File: src/rtl/ext_irq_pkg.sv
`timescale 1ns/1ps
package ext_irq_pkg;
  localparam int unsigned REG_W        = 8;
  localparam int unsigned NUM_ACT_LOW  = 2;  // channels 0..1: level or falling edge
  localparam int unsigned NUM_SEL_EDGE = 2;  // channels 2..3: selectable edge
  localparam int unsigned NUM_CH       = NUM_ACT_LOW + NUM_SEL_EDGE;
  localparam int unsigned CTL_MODE_LSB = 0;
  localparam int unsigned CTL_FLAG_LSB = 4;
  localparam int unsigned ALT_SEL_LSB  = 2;
  localparam int unsigned ALT_FLAG_LSB = 6;
endpackage

File: src/rtl/ext_irq_sync.sv
`timescale 1ns/1ps
module ext_irq_sync #(
  parameter int unsigned W      = 4,
  parameter int unsigned STAGES = 2
) (
  input  logic         clk_i,
  input  logic         rst_ni,
  input  logic [W-1:0] d_i,
  output logic [W-1:0] q_o,
  output logic         valid_o
);
  localparam int unsigned CW = $clog2(STAGES + 1);

  logic [W-1:0]  stg_q [STAGES];
  logic [CW-1:0] fill_q;

  always_ff @(posedge clk_i or negedge rst_ni) begin
    if (!rst_ni) begin
      for (int i = 0; i < int'(STAGES); i++) stg_q[i] <= '1;
      fill_q <= '0;
    end else begin
      stg_q[0] <= d_i;
      for (int i = 1; i < int'(STAGES); i++) stg_q[i] <= stg_q[i-1];
      if (fill_q != CW'(STAGES)) fill_q <= fill_q + 1'b1;
    end
  end

  assign q_o     = stg_q[STAGES-1];
  // output carries a real pin sample once the chain has filled
  assign valid_o = (fill_q == CW'(STAGES));
endmodule

File: src/rtl/ext_irq_edge.sv
`timescale 1ns/1ps
module ext_irq_edge #(
  parameter int unsigned W = 4
) (
  input  logic         clk_i,
  input  logic         rst_ni,
  input  logic [W-1:0] lvl_i,
  input  logic         valid_i,
  input  logic [W-1:0] rise_i,
  output logic [W-1:0] evt_o
);
  logic [W-1:0] prev_q;
  logic         prev_ok_q;

  always_ff @(posedge clk_i or negedge rst_ni) begin
    if (!rst_ni) begin
      prev_q    <= '1;
      prev_ok_q <= 1'b0;
    end else begin
      prev_q    <= lvl_i;
      prev_ok_q <= valid_i;
    end
  end

  // polarity only selects which sample pair counts; no edge from a select change
  for (genvar g = 0; g < int'(W); g++) begin : g_det
    assign evt_o[g] = prev_ok_q & valid_i &
                      (rise_i[g] ? (~prev_q[g] & lvl_i[g]) : (prev_q[g] & ~lvl_i[g]));
  end
endmodule

File: src/rtl/ext_irq_flag.sv
`timescale 1ns/1ps
module ext_irq_flag (
  input  logic clk_i,
  input  logic rst_ni,
  input  logic set_i,
  input  logic clr_i,
  input  logic hold_zero_i,
  output logic q_o
);
  always_ff @(posedge clk_i or negedge rst_ni) begin
    if (!rst_ni)          q_o <= 1'b0;
    else if (hold_zero_i) q_o <= 1'b0;
    else if (set_i)       q_o <= 1'b1;  // set beats clear
    else if (clr_i)       q_o <= 1'b0;
  end
endmodule

File: src/rtl/ext_irq_cond.sv
`timescale 1ns/1ps
module ext_irq_cond
  import ext_irq_pkg::*;
#(
  parameter int unsigned SYNC_STAGES = 2
) (
  input  logic             clk_i,
  input  logic             rst_ni,
  input  logic [NUM_CH-1:0] pin_i,
  input  logic [NUM_ACT_LOW-1:0] ack_i,
  input  logic             ctl_we_i,
  input  logic [REG_W-1:0] ctl_wdata_i,
  input  logic             alt_we_i,
  input  logic [REG_W-1:0] alt_wdata_i,
  output logic [REG_W-1:0] ctl_rdata_o,
  output logic [REG_W-1:0] alt_rdata_o,
  output logic [NUM_CH-1:0] pend_o
);
  logic [NUM_CH-1:0]       sync_lvl;
  logic                    sync_vld;
  logic [NUM_CH-1:0]       edge_evt;
  logic [NUM_CH-1:0]       rise_sel;
  logic [NUM_CH-1:0]       latch_q;
  logic [NUM_CH-1:0]       flag_clr;
  logic [NUM_CH-1:0]       flag_hold0;
  logic [NUM_ACT_LOW-1:0]  mode_q;
  logic [NUM_SEL_EDGE-1:0] sel_q;

  ext_irq_sync #(.W(NUM_CH), .STAGES(SYNC_STAGES)) u_sync (
    .clk_i, .rst_ni, .d_i(pin_i), .q_o(sync_lvl), .valid_o(sync_vld)
  );

  assign rise_sel = {sel_q, {NUM_ACT_LOW{1'b0}}};

  ext_irq_edge #(.W(NUM_CH)) u_edge (
    .clk_i, .rst_ni, .lvl_i(sync_lvl), .valid_i(sync_vld),
    .rise_i(rise_sel), .evt_o(edge_evt)
  );

  always_ff @(posedge clk_i or negedge rst_ni) begin
    if (!rst_ni) begin
      mode_q <= '0;
      sel_q  <= '0;
    end else begin
      if (ctl_we_i) mode_q <= ctl_wdata_i[CTL_MODE_LSB +: NUM_ACT_LOW];
      if (alt_we_i) sel_q  <= alt_wdata_i[ALT_SEL_LSB +: NUM_SEL_EDGE];
    end
  end

  for (genvar g = 0; g < int'(NUM_CH); g++) begin : g_ch
    if (g < int'(NUM_ACT_LOW)) begin : g_al
      assign flag_clr[g]   = (ctl_we_i & ~ctl_wdata_i[CTL_FLAG_LSB + g]) | ack_i[g];
      assign flag_hold0[g] = ~mode_q[g];
      assign pend_o[g]     = mode_q[g] ? latch_q[g] : ~sync_lvl[g];
    end else begin : g_se
      assign flag_clr[g]   = alt_we_i & ~alt_wdata_i[ALT_FLAG_LSB + g - NUM_ACT_LOW];
      assign flag_hold0[g] = 1'b0;
      assign pend_o[g]     = latch_q[g];
    end
    ext_irq_flag u_flag (
      .clk_i, .rst_ni, .set_i(edge_evt[g]), .clr_i(flag_clr[g]),
      .hold_zero_i(flag_hold0[g]), .q_o(latch_q[g])
    );
  end

  always_comb begin
    ctl_rdata_o = '0;
    ctl_rdata_o[CTL_MODE_LSB +: NUM_ACT_LOW] = mode_q;
    ctl_rdata_o[CTL_FLAG_LSB +: NUM_ACT_LOW] = pend_o[NUM_ACT_LOW-1:0];
    alt_rdata_o = '0;
    alt_rdata_o[ALT_SEL_LSB +: NUM_SEL_EDGE]  = sel_q;
    alt_rdata_o[ALT_FLAG_LSB +: NUM_SEL_EDGE] = pend_o[NUM_CH-1:NUM_ACT_LOW];
  end
endmodule

File: config.mk
export PLATFORM = sky130hd
export DESIGN_NAME = ext_irq_cond
export DESIGN_NICKNAME = d
export VERILOG_FILES = /design/src/rtl/ext_irq_pkg.sv /design/src/rtl/ext_irq_sync.sv /design/src/rtl/ext_irq_edge.sv /design/src/rtl/ext_irq_flag.sv /design/src/rtl/ext_irq_cond.sv
export SDC_FILE = /design/constraint.sdc
export NUM_CORES = 1
export LEC_CHECK = 0
export ABC_AREA = 1
export BUFFER_PORTS_ARGS = -buffer_cell sky130_fd_sc_hd__clkbuf_2
export CORE_MARGIN = 5
export CORE_UTILIZATION = 39
export CTS_BUF_LIST = sky130_fd_sc_hd__clkbuf_16
export DETAILED_ROUTE_END_ITERATION = 8
export GPL_ROUTABILITY_DRIVEN = 0
export PLACE_DENSITY_LB_ADDON = 0.12
export SYNTH_ARGS = -nofsm -noshare
export SYNTH_HDL_FRONTEND = slang
export SYNTH_SLANG_ARGS = --single-unit
File: constraint.sdc
create_clock -name clk_i -period 1.2 [get_ports clk_i]
set_clock_uncertainty 0.2 [all_clocks]
set_input_delay 0.24 -clock clk_i [delete_from_list [all_inputs] [get_ports clk_i]]
set_output_delay 0.24 -clock clk_i [all_outputs]
set_load 0.02 [all_outputs]
# --- Yosys cells after proc, flatten, opt, wreduce, memory -nomap -nowiden ---
# Cells that the tools add are included.
word_totals:
  register_bits: 23
  word_cells: 59
op_classes:
  addsub: 1
  eq_ne: 4
  n_mux: 14
  bitwise: 27
  reduce_logical: 2
op_table:
  columns: ["op", "count"]
  rows:
  - ["$and A1 B1 Y1", 15]
  - ["$mux W1", 14]
  - ["$not A1 Y1", 10]
  - ["$ne A3 B1 Y1 const B", 2]
  - ["$reduce_bool A2 Y1", 2]
  - ["$add A2 B1 Y2 const B", 1]
  - ["$eq A2 B2 Y1 const B", 1]
  - ["$ne A2 B2 Y1 const B", 1]
  - ["$or A1 B1 Y1", 2]

# --- Longest topological paths before layout ---
# Gate-level depths: netlist (run 1).
logic_depth:
  word_depth: 6
  ltp_mapped: 6

# --- Modules after synthesis ---
# From an unflattened synthesis (run 1), not the netlist that was laid out.
hier_totals:
  hier_cells: 127
  area_unflattened_um2: 1089.8
by_module_without_submodules:
  columns: ["module", "instances", "cells_per_inst", "area_each_um2", "seq_area_each_um2"]
  rows:
  - ["ext_irq_sync", 1, 23, 342.8, 260.2]
  - ["ext_irq_cond", 1, 49, 324.1, 100.1]
  - ["ext_irq_edge", 1, 35, 242.7, 130.1]
  - ["ext_irq_flag", 4, 5, 45.0, 25.0]

# --- Least setup slack after synthesis (run 1) ---
# OpenSTA, ideal clock, no wires.
synth_path:
  kind: "register to output"
  start: "register mode_q[0]"
  end: "output port pend_o[0]"
  arrival_time_ps: 1294
  required_ps: 760
  path_slack_ps: -534
  stages_incl_launch_ff: 3
  n_path_buf: 1
  path_cell_list: "dfrtp_1 -> o21ai_0 -> buf_4"
synth_between:
  elab_chain_len: 1
synth_rtl:
  columns: ["item", "line_no", "rtl"]
  rows:
  - ["from (decl)", "ext_irq_cond.sv:26", "logic [NUM_ACT_LOW-1:0] mode_q;"]
  - ["from (signal assigned)", "ext_irq_cond.sv:45", "if (ctl_we_i) mode_q <= ctl_wdata_i[CTL_MODE_LSB +: NUM_ACT_LOW];"]
  - ["$mux W1", "ext_irq_cond.sv:54", "assign pend_o[g] = mode_q[g] ? latch_q[g] : ~sync_lvl[g];"]
  - ["to (decl)", "ext_irq_cond.sv:17", "output logic [NUM_CH-1:0] pend_o"]
# Every way passes these cells.

# --- Worst setup path after layout (run 1) ---
# Same ends and word-level chain as after synthesis.

==> out/results.txt, run 1 <==
Total net switching power -> 0.4662 mW
Clock root cell -> clkbuf_16
Combinational power share -> 0.170
Area grow syn2layout -> 50.60%
Sequential element share of the synthesized area -> 0.6336
CP Launch Type -> flip-flop
Hold Crit Start -> ctl_we_i
Die span in y -> 58.89 µm
Initial antenna violation count -> 0
Critical path class -> flip-flop to output port
Max Freq -> 692.5 MHz
Global-route wire length before repair -> 2697 µm
Inst Count DP -> 146
Max-cap viol count -> 0
CTS tree -> yes
Hold Vio Cnt, Final -> 0
Hpwl dp -> 1182 µm
# nets final -> 161
Avg WL per Cell -> 10.73 µm
Syn. warnings -> 0
Crit path DAT -> 1.00 ns
Clock transition at the registers of the reported paths -> 0.06 ns
CORE AREA -> 2255 µm²
Synth Instances -> 91
Max-slew violation count -> 0
Share of cells above drive strength 1 -> 0.5188
Final Non-Filler Cells -> 161
Flop2flop setup slack -> 0.05 ns
Endpoints failing setup -> 12
Status -> finished with violations
Sw Ratio -> 0.2432
Worst IR drop on VDD -> 0.001382 V
TritonRoute pass-1 iters -> 2
Antenna Nets Post-Route -> 0
WL final -> 1728 µm
LEAKAGE -> 0.7143 nW
Setup repair after global routing missed its margin -> true
CP required -> 0.76 ns
Minimum clock period -> 1.444 ns
Hold path endpoint -> mode_q[1]$_DFFE_PN0P_
Remaining DRCs -> 0
Clk_lat worst skew -> 0.25 ns
Total die area -> 3468 µm²
Final WS setup -> -0.2441 ns
CP startpoint -> mode_q[0]$_DFFE_PN0P_
Reg2Reg Depth -> 4
Post-synthesis cell type count -> 13
Vias in the first global route -> 651
IO Pins -> 46
Worst hold stages -> 2
All-Layer GR Usage -> 0.1039
Largest net degree at the start of global routing -> 24
CTS Buffer Depth -> 2
Power per cell area -> 1365 nW/µm²
Final Power -> 1.917 mW
Internal power -> 1.450 mW
Gr ovfl total -> 0
R2r endpoint -> u_sync.fill_q[1]$_DFFE_PN0P_
Failing checks -> setup timing
Flops & latches, synth -> 23
Clk network pwr share -> 0.371
Worst hold margin -> 0.01139 ns
Seq pwr share -> 0.459
Num Clock Sinks -> 23
Vias per cell -> 4.360
Die Width -> 58.89 µm
PortBufs -> 29
H-tree depth -> 1
Final Core Density -> 0.6226
Commonest non-fill, non-tap cell in the layout -> nand2_1
Mapped Avg Cell Area -> 10.24 µm²
Rows -> 17
Reg2reg start -> u_sync.fill_q[1]$_DFFE_PN0P_
Hold Path Class -> input pin to flip-flop
Commonest non-fill, non-tap cells in the layout -> nand2_1, clkbuf_2, dfstp_2
Type of element capturing the critical path -> output port
Num CTS Buffers -> 3
Initial Util -> 0.4134
Ant diodes -> 0
Maximum fanout along the worst path -> 4
DRT iter0 DRCs -> 8
Via Count -> 702
Mapped cell area -> 932.1 µm²
Final period util -> 1.203
[metal layers]
| layer | global-route usage | part of all wire | vias to the layer above |
|---|---|---|---|
| li1 | - | - | 339 |
| met1 | 0.1173 | 0.35 | 336 |
| met2 | 0.1703 | 0.54 | 25 |
| met3 | 0.04825 | 0.10 | 2 |
| met4 | 0.03883 | 0.0098 | 0 |
| met5 | 0 | 0 | - |
[power groups by stage]
stage | clock network [mW] | logic [mW] | registers (mW)
final | 0.711 | 0.327 | 0.879
after global routing | 0.776 | 0.356 | 0.885
after CTS | 0.734 | 0.283 | 0.873
after detailed placement | 0 | 0.238 | 0.887
after global placement | 0 | 0.235 | 0.884
after floorplan | 0 | 0.177 | 0.897
[worst max-delay path, stage by stage, from the launching register on]
cell,delay [ns]
dfrtp_2,0.45
o21ai_4,0.16
buf_6,0.14
[cell usage after synthesis]
cell type | instances | area share
nor2_1 | 4 | 0.016
nand3_1 | 4 | 0.021
nand2_1 | 21 | 0.085
xnor2_1 | 1 | 0.0094
clkinv_1 | 1 | 0.0040
buf_4 | 14 | 0.11
nand2_2 | 1 | 0.0067
ha_1 | 1 | 0.013
dfstp_2 | 12 | 0.34
dfrtp_1 | 11 | 0.30
conb_1 | 1 | 0.0040
inv_1 | 10 | 0.040
o21ai_0 | 10 | 0.054
[state kept, by name, summed over array words and instances (netlist names)]
| register | flops |
|---|---|
| mode_q | 2 |
| u_edge.prev_ok_q | 1 |
| sel_q | 2 |
| u_sync.q_o | 4 |
| u_sync.stg_q | 4 |
| u_sync.fill_q | 2 |
| g_ch.u_flag.q_o | 4 |
| u_edge.prev_q | 4 |
[cells by family after synthesis]
group,after synthesis,synth area share
buffers and inverters,25,0.1570
adders and majority gates,1,0.01342
other,1,0.004023
and+or+nand+nor,30,0.1289
xor gates and xnor gates,1,0.009398
DFF,23,0.6336
AOI/OAI and AO/OA,10,0.05369
[final cells by class]
cell class	count	area [µm²]
Timing Repair Buffer	45	360.3
Fill cell	195	850.8
Sequential cell	23	593.1
Clock buffer	3	75.07
Tap cell	28	35.03
Inverter	11	43.79
Multi-Input combinational cell	50	289.0
Clock inverter	1	7.507
[per-stage QoR]
stage | TNS [ns] | cell area [µm²] | setup WS [ns]
2_1_floorplan | -0.1756 | 992.2 | -0.1031
3_3_place_gp | -0.002789 | 1101 | -0.002789
3_5_place_dp | -0.03925 | 1101 | -0.01575
4_1_cts | -1.640 | 1296 | -0.2661
5_1_grt | -1.921 | 1404 | -0.2836
6_report | -1.537 | 1404 | -0.2441
[worst max path at each step]
stage	to	slack [ns]
2_1_floorplan	pend_o[0]	-0.10
3_3_place_gp	g_ch[3].u_flag.q_o$_DFFE_PN0P_	-0.003
3_5_place_dp	ctl_rdata_o[5]	-0.02
4_1_cts	ctl_rdata_o[5]	-0.27
5_1_grt	ctl_rdata_o[4]	-0.28
6_report	pend_o[0]	-0.24
[repair_timing]
item                                    4_1_cts  5_1_grt
setup buffers                                 3        2
pin swaps                                     0        3
endpoints found under the hold margin        16        0
endpoints found under the setup margin       15       17
hold buffers                                  6        0
resized for setup                             8       34
Power figures use the tool's default switching activity.
==> inputs of run 2 (changes only) <==
Settings changed: CORE_MARGIN 5 to unset, CORE_UTILIZATION 39 to 47.
Clock period 1.2 ns to 1.79 ns, I/O delays scaled along.
==> out/results.txt, run 2 (synthesized netlist as in run 1, its figures left out) <==
PortBufs -> 29 (unchanged)
WL final -> 1408 µm (-19%)
Die Width -> 46.54 µm (-21%)
Max Freq -> 617.2 MHz
Max incr delay on CP -> 0.40 ns (-0.05 ns)
Maximum fanout along the worst path -> 4 (unchanged)
# Post-CTS Setup Buffers -> 0 (-3)
LEAKAGE -> 0.6167 nW (-14%)
Num Clock Sinks -> 23 (unchanged)
Antenna Nets Post-Route -> 0 (unchanged)
Avg WL per Cell -> 9.578 µm (-11%)
All-Layer GR Usage -> 0.1608 (+0.05689)
Max-slew violation count -> 0 (unchanged)
Total die area -> 2166 µm² (-38%)
Share of cells above drive strength 1 -> 0.3689 (-0.1499)
Post-cts resize count -> 0 (-8)
Final period util -> 0.9051
Worst-margin pin slew -> 0.5328 ns
Crit path DAT -> 1.06 ns (+0.06 ns)
Endpoints failing setup -> 0 (-12)
Num CTS Buffers -> 3 (unchanged)
Type of element capturing the critical path -> output port
Clock root cell -> clkbuf_16
Initial antenna violation count -> 0 (unchanged)
CTS Hold Bufs -> 5 (-1)
Via Count -> 640 (-8.8%)
Initial Util -> 0.5228 (+0.1094)
Crit path cell chain -> o21ai_1 > clkbuf_2
Hold Vio Cnt, Final -> 0 (unchanged)
Largest net degree at the start of global routing -> 24 (unchanged)
CP required -> 1.23 ns (+0.47 ns)
Vias in the first global route -> 581 (-11%)
Power per cell area -> 1039 nW/µm² (-24%)
Worst hold margin -> 0.1084 ns (+0.09702 ns)
CTS tree -> yes
Remaining DRCs -> 0 (unchanged)
Gr ovfl total -> 0 (unchanged)
Clock transition at the registers of the reported paths -> 0.06 ns (about the same)
Setup repair after global routing missed its margin -> false
H-tree depth -> 1 (unchanged)
Critical path class -> flip-flop to output port
DRT iter0 DRCs -> 14 (+6)
Hpwl dp -> 1007 µm (-15%)
CP Launch Type -> flip-flop
Minimum clock period -> 1.620 ns
Rows -> 15 (-2)
Setup total negative slack -> 0 ns (+1.537 ns)
TritonRoute pass-1 iters -> 4 (+2)
CP max stage cell -> dfrtp_1
Die span in y -> 46.54 µm (-21%)
CP Buf/Inv Count -> 1 (unchanged)
# nets final -> 150 (-6.8%)
Clk_lat worst skew -> 0.25 ns (about the same)
Vias per cell -> 4.354 (-0.15%)
Ant diodes -> 0 (unchanged)
Commonest non-fill, non-tap cell in the layout -> clkbuf_2
Hold Path Class -> input pin to flip-flop
CTS Buffer Depth -> 2 (unchanged)
IO Pins -> 46 (unchanged)
Worst relative slew slack -> 0.6448
Max-cap viol count -> 0 (unchanged)
CP top delay family -> flip-flops
Worst IR drop on VDD -> 0.0006913 V (-50%)
Global-route wire length before repair -> 2297 µm (-15%)
CORE AREA -> 1783 µm² (-21%)
Status -> finished clean
Area grow syn2layout -> 24.30%
Commonest non-fill, non-tap cells in the layout -> clkbuf_2, nand2_1, dfstp_2
run 2: path summary, 6_finish.rpt:
| kind | depth (start not counted) | slack, ns | end | from |
|---|---|---|---|---|
| setup / recovery | 2 | 0.17 | ctl_rdata_o[5] | mode_q[1]$_DFFE_PN0P_ |
| hold / removal | 3 | 0.11 | mode_q[0]$_DFFE_PN0P_ | ctl_wdata_i[0] |
| setup reg to reg | 6 | 0.46 | g_ch[1].u_flag.q_o$_DFFE_PN0P_ | u_sync.fill_q[0]$_DFFE_PN0P_ |
| hold reg to reg | 0 | 0.15 | u_sync.q_o[1]$_DFF_PN1_ | u_sync.stg_q[5]$_DFF_PN1_ |
| max in group asynchronous | 2 | 0.61 | u_edge.prev_q[0]$_DFF_PN1_ | rst_ni |
| min in group asynchronous | 2 | 0.42 | sel_q[0]$_DFFE_PN0P_ | rst_ni |
run 2: layout make-up:
| class | instances | area [µm²] |
|---|---|---|
| clock buffers | 3 | 75.07 |
| clock inverters | 1 | 3.754 |
| fillers | 145 | 624.3 |
| inverters | 11 | 41.29 |
| multi-input cells | 50 | 221.5 |
| flip-flops and latches | 23 | 590.6 |
| well taps | 25 | 31.28 |
| repair buffers | 34 | 195.2 |
run 2: power by group:
part	total [mW]	internal (mW)	switching (mW)
Combinational	0.155	0.0538	0.101
Clock	0.468	0.298	0.170
Sequential	0.581	0.562	0.0192
run 2: through the flow:
stage / std cells / setup slack (ns) / power (mW) / util / area (µm²)
6_report: 147 / 0.1698 / 1.204 / 0.6498 / 1159
5_1_grt: 147 / 0.1094 / 1.261 / 0.6498 / 1159
4_1_cts: 147 / 0.1651 / 1.222 / 0.6498 / 1159
3_5_place_dp: 138 / 0.4391 / 0.7373 / 0.5775 / 1030
3_3_place_gp: 138 / 0.4374 / 0.7337 / 0.5775 / 1030
2_1_floorplan: 98 / 0.1459 / 0.7084 / - / 958.4
run 2: worst min-delay path, delay by kind of cell:
family	cells	cell delay, ns
buffers and inverters	1	0.07
and+or+nand+nor	2	0.10
run 2: per-layer routing:
layer | global-route usage | routed length, µm | up-vias
met5 | 0 | 0 | -
met4 | 0.08824 | 28 | 0
li1 | - | - | 318
met2 | 0.2556 | 688 | 23
met3 | 0.05882 | 69 | 3
met1 | 0.1858 | 622 | 296
==> inputs of run 3 (changes only) <==
Settings changed: CORE_UTILIZATION 47 to 44.
Clock period 1.79 ns to 1.8 ns, I/O delays scaled along.
==> out/results.txt, run 3 (synthesized netlist as in run 1, its figures left out) <==
CP required -> 1.24 ns (about the same)
Hpwl dp -> 962.4 µm (-4.4%)
Type of element capturing the critical path -> output port
Final Core Density -> 0.5859 (-0.06397)
Commonest non-fill, non-tap cell in the layout -> clkbuf_2
Vias per cell -> 4.228 (-2.9%)
Avg WL per Cell -> 8.490 µm (-11%)
Largest net degree at the start of global routing -> 24 (unchanged)
WL final -> 1265 µm (-10%)
Ant diodes -> 0 (unchanged)
Die span in y -> 48.03 µm (+3.2%)
Vias in the first global route -> 503 (-13%)
Seq pwr share -> 0.488 (+0.005)
Worst relative slew slack -> 0.6415 (-0.003292)
IO Pins -> 46 (unchanged)
Max-cap viol count -> 0 (unchanged)
Hold Path Class -> input pin to flip-flop
Sw Ratio -> 0.2331 (-0.007819)
Fill count -> 186 (+28%)
Power per cell area -> 1020 nW/µm² (-1.9%)
Worst-margin pin slew -> 0.5377 ns (+0.004939 ns)
Via Count -> 630 (-1.6%)
Final WS setup -> 0.2147 ns (+0.04487 ns)
All-Layer GR Usage -> 0.1251 (-0.03566)
Antenna Nets Post-Route -> 0 (unchanged)
Max-slew violation count -> 0 (unchanged)
Setup total negative slack -> 0 ns (unchanged)
Share of cells above drive strength 1 -> 0.3689 (unchanged)
Internal power -> 0.9081 mW (-0.63%)
Inst Count DP -> 140 (+1.4%)
CTS Buffer Depth -> 2 (unchanged)
H-tree depth -> 1 (unchanged)
Worst IR drop on VDD -> 0.0007154 V (+3.5%)
Post-place setup slack -> 0.4418 ns (+0.002689 ns)
Final Non-Filler Cells -> 149 (+1.4%)
Global-route wire length before repair -> 1932 µm (-16%)
DRT iter0 DRCs -> 5 (-9)
Post-cts resize count -> 0 (unchanged)
Total die area -> 2306 µm² (+6.5%)
Clk_lat worst skew -> 0.25 ns (about the same)
# nets final -> 150 (unchanged)
Clock root cell -> clkbuf_16
LEAKAGE -> 0.6167 nW (unchanged)
Setup repair after global routing missed its margin -> false
Clk network pwr share -> 0.384 (-0.004)
Critical path class -> flip-flop to output port
Total net switching power -> 0.2760 mW (-4.8%)
Num CTS Buffers -> 3 (unchanged)
# Post-CTS Setup Buffers -> 0 (unchanged)
Initial antenna violation count -> 0 (unchanged)
Num Clock Sinks -> 23 (unchanged)
CORE AREA -> 1982 µm² (+11%)
Rows -> 16 (+1)
Maximum fanout along the worst path -> 3 (-1)
CTS tree -> yes
Area grow syn2layout -> 24.56%
Combinational power share -> 0.128 (about the same)
Storage cell area -> 590.6 µm² (unchanged)
Die Width -> 48.03 µm (+3.2%)
Commonest non-fill, non-tap cells in the layout -> clkbuf_2, nand2_1, dfstp_2
Status -> finished clean
TritonRoute pass-1 iters -> 2 (-2)
Crit path DAT -> 1.03 ns (-0.03 ns)
Initial Util -> 0.4703 (-0.05248)
Max Freq -> 630.8 MHz
Remaining DRCs -> 0 (unchanged)
Multi-input logic area -> 221.5 µm² (unchanged)
Hold Vio Cnt, Final -> 0 (unchanged)
Endpoints failing setup -> 0 (unchanged)
CP Launch Type -> flip-flop
Clock transition at the registers of the reported paths -> 0.05 ns (about the same)
PortBufs -> 29 (unchanged)
Final period util -> 0.8807
Gr ovfl total -> 0 (unchanged)
Minimum clock period -> 1.585 ns
## run 3: area by class of cell
class / count / area share
repair buffers: 34 / 0.1681
flip-flops and latches: 23 / 0.5086
clock buffers: 3 / 0.06466
multi-input cells: 50 / 0.1907
clock inverters: 1 / 0.003233
inverters: 11 / 0.03556
well taps: 27 / 0.02909
## run 3: path summary, 6_finish.rpt
path / from / to / slack, ns / cells past startpoint
max reg2reg: u_sync.fill_q[0]$_DFFE_PN0P_ / g_ch[3].u_flag.q_o$_DFFE_PN0P_ / 0.47 / 6
min in group asynchronous: rst_ni / u_sync.fill_q[0]$_DFFE_PN0P_ / 0.43 / 2
max in group asynchronous: rst_ni / u_edge.prev_q[2]$_DFF_PN1_ / 0.61 / 2
max: u_sync.q_o[0]$_DFF_PN1_ / ctl_rdata_o[4] / 0.21 / 2
min: alt_wdata_i[2] / sel_q[0]$_DFFE_PN0P_ / 0.12 / 3
min reg2reg: u_sync.stg_q[4]$_DFF_PN1_ / u_sync.q_o[0]$_DFF_PN1_ / 0.15 / 0
## run 3: through the flow
stage	power, mW	cell area (µm²)	hold slack [ns]
after floorplan	0.7045	958.4	-0.1356
after global placement	0.7292	1032	0.1459
after detailed placement	0.7321	1032	0.1468
after CTS	1.206	1161	0.1165
after global routing	1.244	1161	0.1334
final	1.184	1161	0.1208
## run 3: metal layers
| layer | part of all wire | wire (µm) | global-route usage | vias to the layer above |
|---|---|---|---|---|
| met4 | 0.0095 | 12 | 0.06667 | 0 |
| met3 | 0.040 | 51 | 0.03396 | 2 |
| met2 | 0.49 | 622 | 0.1973 | 21 |
| met1 | 0.46 | 578 | 0.1569 | 285 |
| met5 | 0 | 0 | 0 | - |
| li1 | - | - | - | 322 |
## run 3: worst max-delay path, stage by stage (launching register included)
cell and delay (ns):
dfstp_2 0.54, o21ai_1 0.08, clkbuf_2 0.16
## run 3: what timing repair did
action,4_1_cts,5_1_grt
hold buffers,5,0
endpoints found under the setup margin,0,0
hold endpoints to repair,15,0
## run 3: power by group through the flow
stage / sequential [mW] / clock (mW) / combinational, mW
after floorplan: 0.593 / 0 / 0.112
after global placement: 0.585 / 0 / 0.144
after detailed placement: 0.587 / 0 / 0.145
after CTS: 0.578 / 0.473 / 0.154
after global routing: 0.584 / 0.488 / 0.172
final: 0.578 / 0.454 / 0.152
